[src/rtl/psm_pkg.sv]
package psm_pkg;
  typedef enum logic {
    LEG_IDLE = 1'b0,
    LEG_RUN  = 1'b1
  } leg_state_e;
endpackage

[src/rtl/psm_carrier.sv]
module psm_carrier #(
  parameter int CNT_W = 10,
  parameter int PAIRS = 4,
  parameter int IDX   = 0
) (
  input  logic             clk,
  input  logic             rst_n,
  input  logic             enable,
  input  logic             sync_start,
  input  logic             run,
  input  logic [CNT_W-1:0] period,
  input  logic [CNT_W-1:0] duty,
  output logic             cmd
);
  localparam int OW = CNT_W + $clog2(PAIRS) + 1;

  logic [CNT_W-1:0] cnt;
  logic [CNT_W-1:0] duty_l;
  logic [OW-1:0]    prod;
  logic [CNT_W-1:0] offset;
  logic             at_end;

  assign prod   = OW'(period) * OW'(IDX);
  assign offset = CNT_W'(prod / OW'(PAIRS));
  assign at_end = (cnt >= (period - CNT_W'(1)));

  always_ff @(posedge clk) begin
    if (!rst_n) begin
      cnt    <= '0;
      duty_l <= '0;
    end else if (enable && sync_start) begin
      cnt    <= offset;
      duty_l <= duty;
    end else if (enable && run) begin
      if (at_end) begin
        cnt    <= '0;
        duty_l <= duty;
      end else begin
        cnt <= cnt + CNT_W'(1);
      end
    end
  end

  assign cmd = run && (cnt < duty_l);
endmodule

[src/rtl/psm_deadtime.sv]
module psm_deadtime #(
  parameter int DT_W = 6
) (
  input  logic            clk,
  input  logic            rst_n,
  input  logic            enable,
  input  logic            run,
  input  logic            cmd,
  input  logic [DT_W-1:0] dead_time,
  output logic            hi,
  output logic            lo
);
  logic            ref_q;
  logic [DT_W-1:0] gap;

  always_ff @(posedge clk) begin
    if (!rst_n || !enable) begin
      ref_q <= 1'b0;
      gap   <= '0;
    end else begin
      ref_q <= cmd;
      if (cmd != ref_q)
        gap <= dead_time;
      else if (gap != '0)
        gap <= gap - DT_W'(1);
    end
  end

  assign hi = enable && run && ref_q && (gap == '0);
  assign lo = enable && run && !ref_q && (gap == '0);
endmodule

[src/rtl/psm_pwm_gen.sv]
module psm_pwm_gen #(
  parameter int CNT_W = 10,
  parameter int DT_W  = 6,
  parameter int PAIRS = 4
) (
  input  logic             clk,
  input  logic             rst_n,
  input  logic             enable,
  input  logic             sync_start,
  input  logic [CNT_W-1:0] period,
  input  logic [CNT_W-1:0] duty,
  input  logic [DT_W-1:0]  dead_time,
  output logic [PAIRS-1:0] gate_hi,
  output logic [PAIRS-1:0] gate_lo
);
  import psm_pkg::*;

  leg_state_e       state;
  logic             run;
  logic [PAIRS-1:0] cmd;

  always_ff @(posedge clk) begin
    if (!rst_n || !enable)
      state <= LEG_IDLE;
    else if (sync_start)
      state <= LEG_RUN;
  end

  assign run = (state == LEG_RUN);

  for (genvar k = 0; k < PAIRS; k++) begin : g_cell
    psm_carrier #(.CNT_W(CNT_W), .PAIRS(PAIRS), .IDX(k)) u_car (
      .clk(clk), .rst_n(rst_n), .enable(enable), .sync_start(sync_start),
      .run(run), .period(period), .duty(duty), .cmd(cmd[k])
    );
    psm_deadtime #(.DT_W(DT_W)) u_dt (
      .clk(clk), .rst_n(rst_n), .enable(enable), .run(run), .cmd(cmd[k]),
      .dead_time(dead_time), .hi(gate_hi[k]), .lo(gate_lo[k])
    );
  end
endmodule

[config.mk]
export PLATFORM = sky130hd
export DESIGN_NAME = psm_pwm_gen
export DESIGN_NICKNAME = d
export VERILOG_FILES = /design/src/rtl/psm_pkg.sv /design/src/rtl/psm_carrier.sv /design/src/rtl/psm_deadtime.sv /design/src/rtl/psm_pwm_gen.sv
export SDC_FILE = /design/constraint.sdc
export NUM_CORES = 1
export LEC_CHECK = 0
export BUFFER_PORTS_ARGS = -buffer_cell sky130_fd_sc_hd__buf_4
export CORE_ASPECT_RATIO = 2
export CORE_MARGIN = 5
export CORE_UTILIZATION = 48
export CTS_CLUSTER_SIZE = 30
export DETAILED_ROUTE_END_ITERATION = 10
export PLACE_DENSITY = 0.66
export SYNTH_ARGS = -nofsm -noshare
export SYNTH_HDL_FRONTEND = slang
export SYNTH_HIERARCHICAL = 1
export SYNTH_SLANG_ARGS = --single-unit
[constraint.sdc]
create_clock -name clk -period 7.8 [get_ports clk]
set_input_delay 1.17 -clock clk [delete_from_list [all_inputs] [get_ports clk]]
set_output_delay 1.17 -clock clk [all_outputs]
set_load 0.05 [all_outputs]
== Word-level counts from Yosys, hierarchy flattened ==
Index checks and enable logic that the tools add are counted.
Widths: inputs -> output; s select.

* Bits in registers: 109
* Input bits: 30
* Output and inout bits: 8
* Word-level logic and storage cells: 123

* Add/sub/neg operators: 9
* Multipliers: 1
* $lt $le $gt $ge: 8
* Eq/ne operators: 4
* Muxes and demuxes: 30
* Bitwise operators: 1
* Reductions and logical operators: 51

{| class="wikitable"
|+ Operator list
! operator !! number
|-
| $mux 10 || 18
|-
| $mux 6 || 8
|-
| $add 10x1->10 const B || 4
|-
| $ge 10x10->1 || 4
|-
| $lt 10x10->1 || 4
|-
| $logic_not 6->1 || 4
|-
| $reduce_bool 6->1 || 4
|-
| $sub 6x1->6 const B || 4
|-
| $logic_and 1x1->1 || 22
|-
| $mux 9 || 2
|-
| $reduce_bool 2->1 || 9
|-
| $mux 8 || 2
|-
| $mul 10x2->12 const B || 1
|-
| $sub 10x1->10 const B || 1
|-
| $reduce_and 2->1 || 4
|-
| $logic_not 1->1 || 6
|-
| $ne 1x1->1 || 4
|-
| $reduce_or 2->1 || 1
|-
| $logic_or 1x1->1 || 1
|-
| $not 1->1 || 1
|}

== Depth between registers and ports, before layout ==
* Depth after elaboration: 5
* Gate-level depth with buffers: 15

== Cells and area by module ==
The synthesis kept the hierarchy.

{| class="wikitable"
|+ By module, submodules not included
! module !! times used !! cells an instance !! area each (µm²) !! sequential area each (µm²)
|-
| psm_carrier (g_cell[3].u_car) || 1 || 249 || 2137.0 || 400.4
|-
| psm_carrier (g_cell[2].u_car) || 1 || 185 || 1631.6 || 400.4
|-
| psm_carrier (g_cell[1].u_car) || 1 || 182 || 1621.6 || 400.4
|-
| psm_deadtime || 4 || 46 || 405.4 || 140.1
|-
| psm_carrier (g_cell[0].u_car) || 1 || 168 || 1436.4 || 400.4
|-
| psm_pwm_gen || 1 || 2 || 30.0 || 20.0
|}

== Least setup slack after synthesis ==
No wires, ideal clock.

* Path kind: input -> register
* Start: in period[4]
* End: reg g_cell[1].u_car.duty_l[2]
* Library setup time: 0.072 ns
* Data arrival time: 3.557 ns
* Data required time: 7.728 ns
* Setup slack: 4.171 ns
* Stages on the path: 11
* Buffers on the path: 1
* Cell sequence: or3_1 or3_4 nor2_2 nand2_1 xor2_1 ha_1 nand4_1 o31a_4 a21oi_4 buf_8 mux2i_1

* Word-level cells in the longest chain between the ends: 4

{| class="wikitable"
|+ RTL lines
! element !! line !! text
|-
| start: declaration || psm_pwm_gen.sv:10 || <nowiki>input logic [CNT_W-1:0] period,</nowiki>
|-
| $sub 10x1->10 || psm_carrier.sv:25 || <nowiki>assign at_end = (cnt >= (period - CNT_W'(1)));</nowiki>
|-
| $ge 10x10->1 || psm_carrier.sv:25 ||
|-
| $reduce_bool 2->1 (no source line) || - ||
|-
| $reduce_and 2->1 (no source line) || - ||
|-
| end signal: assignment || psm_carrier.sv:33 || <nowiki>duty_l <= duty;</nowiki>
|-
| end signal: assignment || psm_carrier.sv:37 || <nowiki>duty_l <= duty;</nowiki>
|-
| end: declaration || psm_carrier.sv:18 || <nowiki>logic [CNT_W-1:0] duty_l;</nowiki>
|}

Every way passes these cells.
A chain may end at the register's enable or synchronous reset.

== Final worst setup path ==
* Start: in period[1]
* End: reg g_cell[3].u_car.cnt[6]

* Word-level cells in the longest chain between the ends: 5

{| class="wikitable"
|+ RTL lines
! element !! line !! text
|-
| $sub 10x1->10 || psm_carrier.sv:25 ||
|-
| $ge 10x10->1 || psm_carrier.sv:25 ||
|-
| $mux 10 || psm_carrier.sv:35 || <nowiki>if (at_end) begin</nowiki>
|-
| $mux 10 || psm_carrier.sv:34 || <nowiki>end else if (enable && run) begin</nowiki>
|-
| $mux 10 (*) || psm_carrier.sv:31 || <nowiki>end else if (enable && sync_start) begin</nowiki>
|-
| end signal: assignment || psm_carrier.sv:32 || <nowiki>cnt <= offset;</nowiki>
|-
| end signal: assignment || psm_carrier.sv:39 || <nowiki>cnt <= cnt + CNT_W'(1);</nowiki>
|-
| end: declaration || psm_carrier.sv:17 || <nowiki>logic [CNT_W-1:0] cnt;</nowiki>
|}

Every way passes the cells marked *; elsewhere a longest branch is shown, timed or not. The select of a mux whose other input is x is not followed.

==> summary.txt <==
Switching power = 0.707 mW
Cell mode on critical path = nand2_1
Gpl congestion = 0.847
Slew Viols, Final = 0
DP HPWL = 16700 um
CTS sink cnt = 109
Hold Crit Start = g_cell[0].u_car/duty_l[2]$_SDFFE_PN0P_
Max cap viols = 0
Post-route minimum period = 3.84 ns
Largest net degree at the start of global routing = 89
RSZ-0062 raised after global routing = false
VDD IR max = 120 uV
Layout Nets = 1145
1st-pass router iterations = 5
Most frequent cells in the layout = ha_1, nand2_1, dfxtp_1
Hold Slack = 0.462 ns
Worst Path Arrival = 4.15 ns
Register share of total power = 35.2%
Num rows = 68
Crit Path Max Fanout = 19
Setup violators final = 0
Crit share post-route = 49.2%
Die ar. = 20600 um^2
Max-slew headroom = 31.2%
Clk Latency, worst-skew pair = 0.36 ns
Slowest stage cell, crit path = a21boi_0
Port-buffer cells = 37
Cell area after synthesis = 8480 um^2
Max Root-Sink Buffers = 2
Status = finished, final reports clean
Root Driver = clkbuf_16
Hold Path Sink = g_cell[0].u_car/duty_l[2]$_SDFFE_PN0P_
Worst reg2reg startpoint = g_cell[2].u_car/cnt[5]$_SDFFE_PN0P_
Post-cts resize count = 0
Post-CTS Setup Bufs = 0
Final Hold Fails = 0
Die span in y = 198 um
Synth top area share = 25.7%
Ant. Diodes = 0
Routed Antenna Nets = 0
Combinational share of power = 42.7%
Vias in the first global route = 7147
Synth Register Bits = 109
CTS tree = yes
Critical path type = in -> reg
Crit-path cells = buf_4 -> inv_1 -> ha_1 -> nand2_1 -> nand2_1 -> a21boi_0 -> nand2_1 -> xnor2_1 -> ha_1 -> a211oi_2 -> o21ai_1 -> a31oi_4 -> nand2_2 -> o32ai_1 -> a32o_1
GRT overflow = 0
R2R depth = 8
Syn_area_per_cell = 8.74 um^2
Critical Path RT = 8.10 ns
Final WS setup = 3.96 ns
Initial antenna violation count = 0
CP Launch Point = period[1]
DR vias/cell = 5.88
Asr flop ratio synth = 0%
Fmax = 260 MHz
Syn Nets = 1115
Global-route wire length before repair = 35500 um
Ys flop type = dfxtp_1
EDFF count, synth = 0
# fillers = 1674
CTS HTree Levels = 3
Synth cell types = 79
Dpl cell area = 8890 um^2
Syn Inst Count = 970
Sw Share = 35.6%
Num CTS Buffers = 9
GRT Overall Usage = 21.2%
Share of layout cells above drive strength 1 = 10.6%
First DRT Iteration DRCs = 331
Final instance area = 9170 um^2
R2R setup slack = 4.70 ns
Clock-pin slew on the worst setup and hold paths = 0.08 ns
DR vias = 7137
Sequential share of the synthesized area = 25.7%
# DRC = 0
Worst Setup End Kind = flop
CP delay by family, top = compound AO/OA/AOI/OAI gates
Internal power = 1.28 mW
Min-delay worst type = reg -> reg
Largest area contributor in the netlist = dfxtp_1
Ports = 38
Startpoint class of the critical path = input pin
Overall power = 1.99 mW
Most common cell after layout, fill and taps aside = ha_1
Clock Power Share = 22.1%
CTS Hold Bufs = 0
FF-to-FF End = g_cell[2].u_dt/gap[2]$_SDFFE_PP0P_
Buf/Inv on CP = 2
CP peak stage delay = 0.40 ns
Setup TNS = 0 ns
WL per Instance = 18.0 um
Yosys warns = 6
Area contributors post-synth = dfxtp_1, ha_1, xnor2_1
Die width = 104 um
Area growth from synthesis to layout = 8.13%
Initial core utilization = 48.8%
Pre-CTS setup slack = 3.60 ns
Power Density = 217 nW/um^2
Leak Pwr = 3.74 nW
Worst Skew = 0.00964 ns
Measured slew at the worst slew-check pin = 1.03 ns
Hold depth = 2
Core Region = 17400 um^2
Final WL = 21800 um
routing by layer:
metal,GRT usage [%],wire length [um]
met3,2.64,708
met1,21.9,8100
met2,40.2,11700
met5,0,0
met4,12.9,1250
power by group through the flow:
stage | Clock, mW | Sequential, mW | Combinational (mW)
after floorplan | 0 | 0.694 | 0.691
after detailed placement | 0 | 0.713 | 0.851
after CTS | 0.454 | 0.701 | 0.858
after global routing | 0.475 | 0.711 | 0.949
after global placement | 0 | 0.713 | 0.845
final | 0.439 | 0.700 | 0.850
worst register-to-register path, cell delays in order, from the launching register on:
cell and delay (ns):
dfxtp_1 0.49, ha_1 0.30, a21o_1 0.18, a2111oi_0 0.38, o21ai_1 0.11, a311oi_1 0.69, xor2_1 0.32, or3_1 0.42
a21oi_1 0.15
cells by family (layout without fill, tap and decap cells):
logic type | count (synthesis) | in the layout | share of synthesized area [%]
xor gates and xnor gates | 90 | 90 | 9.30
buffers and inverters | 103 | 137 | 5.36
adders and majority gates | 115 | 115 | 17.1
and+or+nand+nor | 329 | 329 | 21.5
muxes | 46 | 46 | 5.50
AOI/OAI and AO/OA | 178 | 178 | 15.5
DFF | 109 | 109 | 25.7
sequential cells by signal (all words and copies together) (netlist names):
| signal | cells |
|---|---|
| g_cell.u_car/cnt | 40 |
| g_cell.u_car/duty_l | 40 |
| g_cell.u_dt/gap | 24 |
| g_cell.u_dt/ref_q | 4 |
| run | 1 |
worst max path at each step:
stage,end,depth (start not counted)
after detailed placement,g_cell[3].u_car/cnt[6]$_SDFFE_PN0P_,15
after CTS,g_cell[3].u_car/cnt[6]$_SDFFE_PN0P_,15
after floorplan,g_cell[1].u_car/duty_l[2]$_SDFFE_PN0P_,11
after global routing,g_cell[3].u_car/cnt[5]$_SDFFE_PN0P_,15
after global placement,g_cell[3].u_car/duty_l[0]$_SDFFE_PN0P_,15
final,g_cell[3].u_car/cnt[6]$_SDFFE_PN0P_,15
cell usage after synthesis (all sizes together), types with 4 or more instances:
library cell and n:
a32o 5, and3 24, nand3 40, mux2i 41, clkbuf 12, nor3 26
a211oi 8, a31oi 4, a21oi 37, a21boi 15, nor3b 14, a2111oi 4
nand2 113, dfxtp 109, a21o 7, o32ai 8, nor2 23, a22o 4
and2 6, buf 9, o21ai 32, nand4 29, nand2b 10, a22oi 13
o211ai 6, o31ai 5, nor2b 13, ha 114, xnor2 62, or3 24
xor2 28, inv 82, mux2 5, o21a 7
layout make-up:
class / count / area [um^2] / share of cell area, %
sequential: 109 / 2180 / 23.8
multi-input combinational: 758 / 5840 / 63.7
inverter: 82 / 308 / 3.36
tap: 210 / 263 / 2.87
clock buffer: 9 / 225 / 2.46
clock inverter: 6 / 47.5 / 0.519
timing repair buffer: 40 / 300 / 3.28
through the flow:
step | util (%) | cells
5_1_grt | 52.8 | 1214
4_1_cts | 52.8 | 1214
3_5_place_dp | 51.2 | 1199
3_3_place_gp | 51.2 | 1199
2_1_floorplan | - | 970
6_report | 52.8 | 1214
Power figures use the tool's default switching activity.
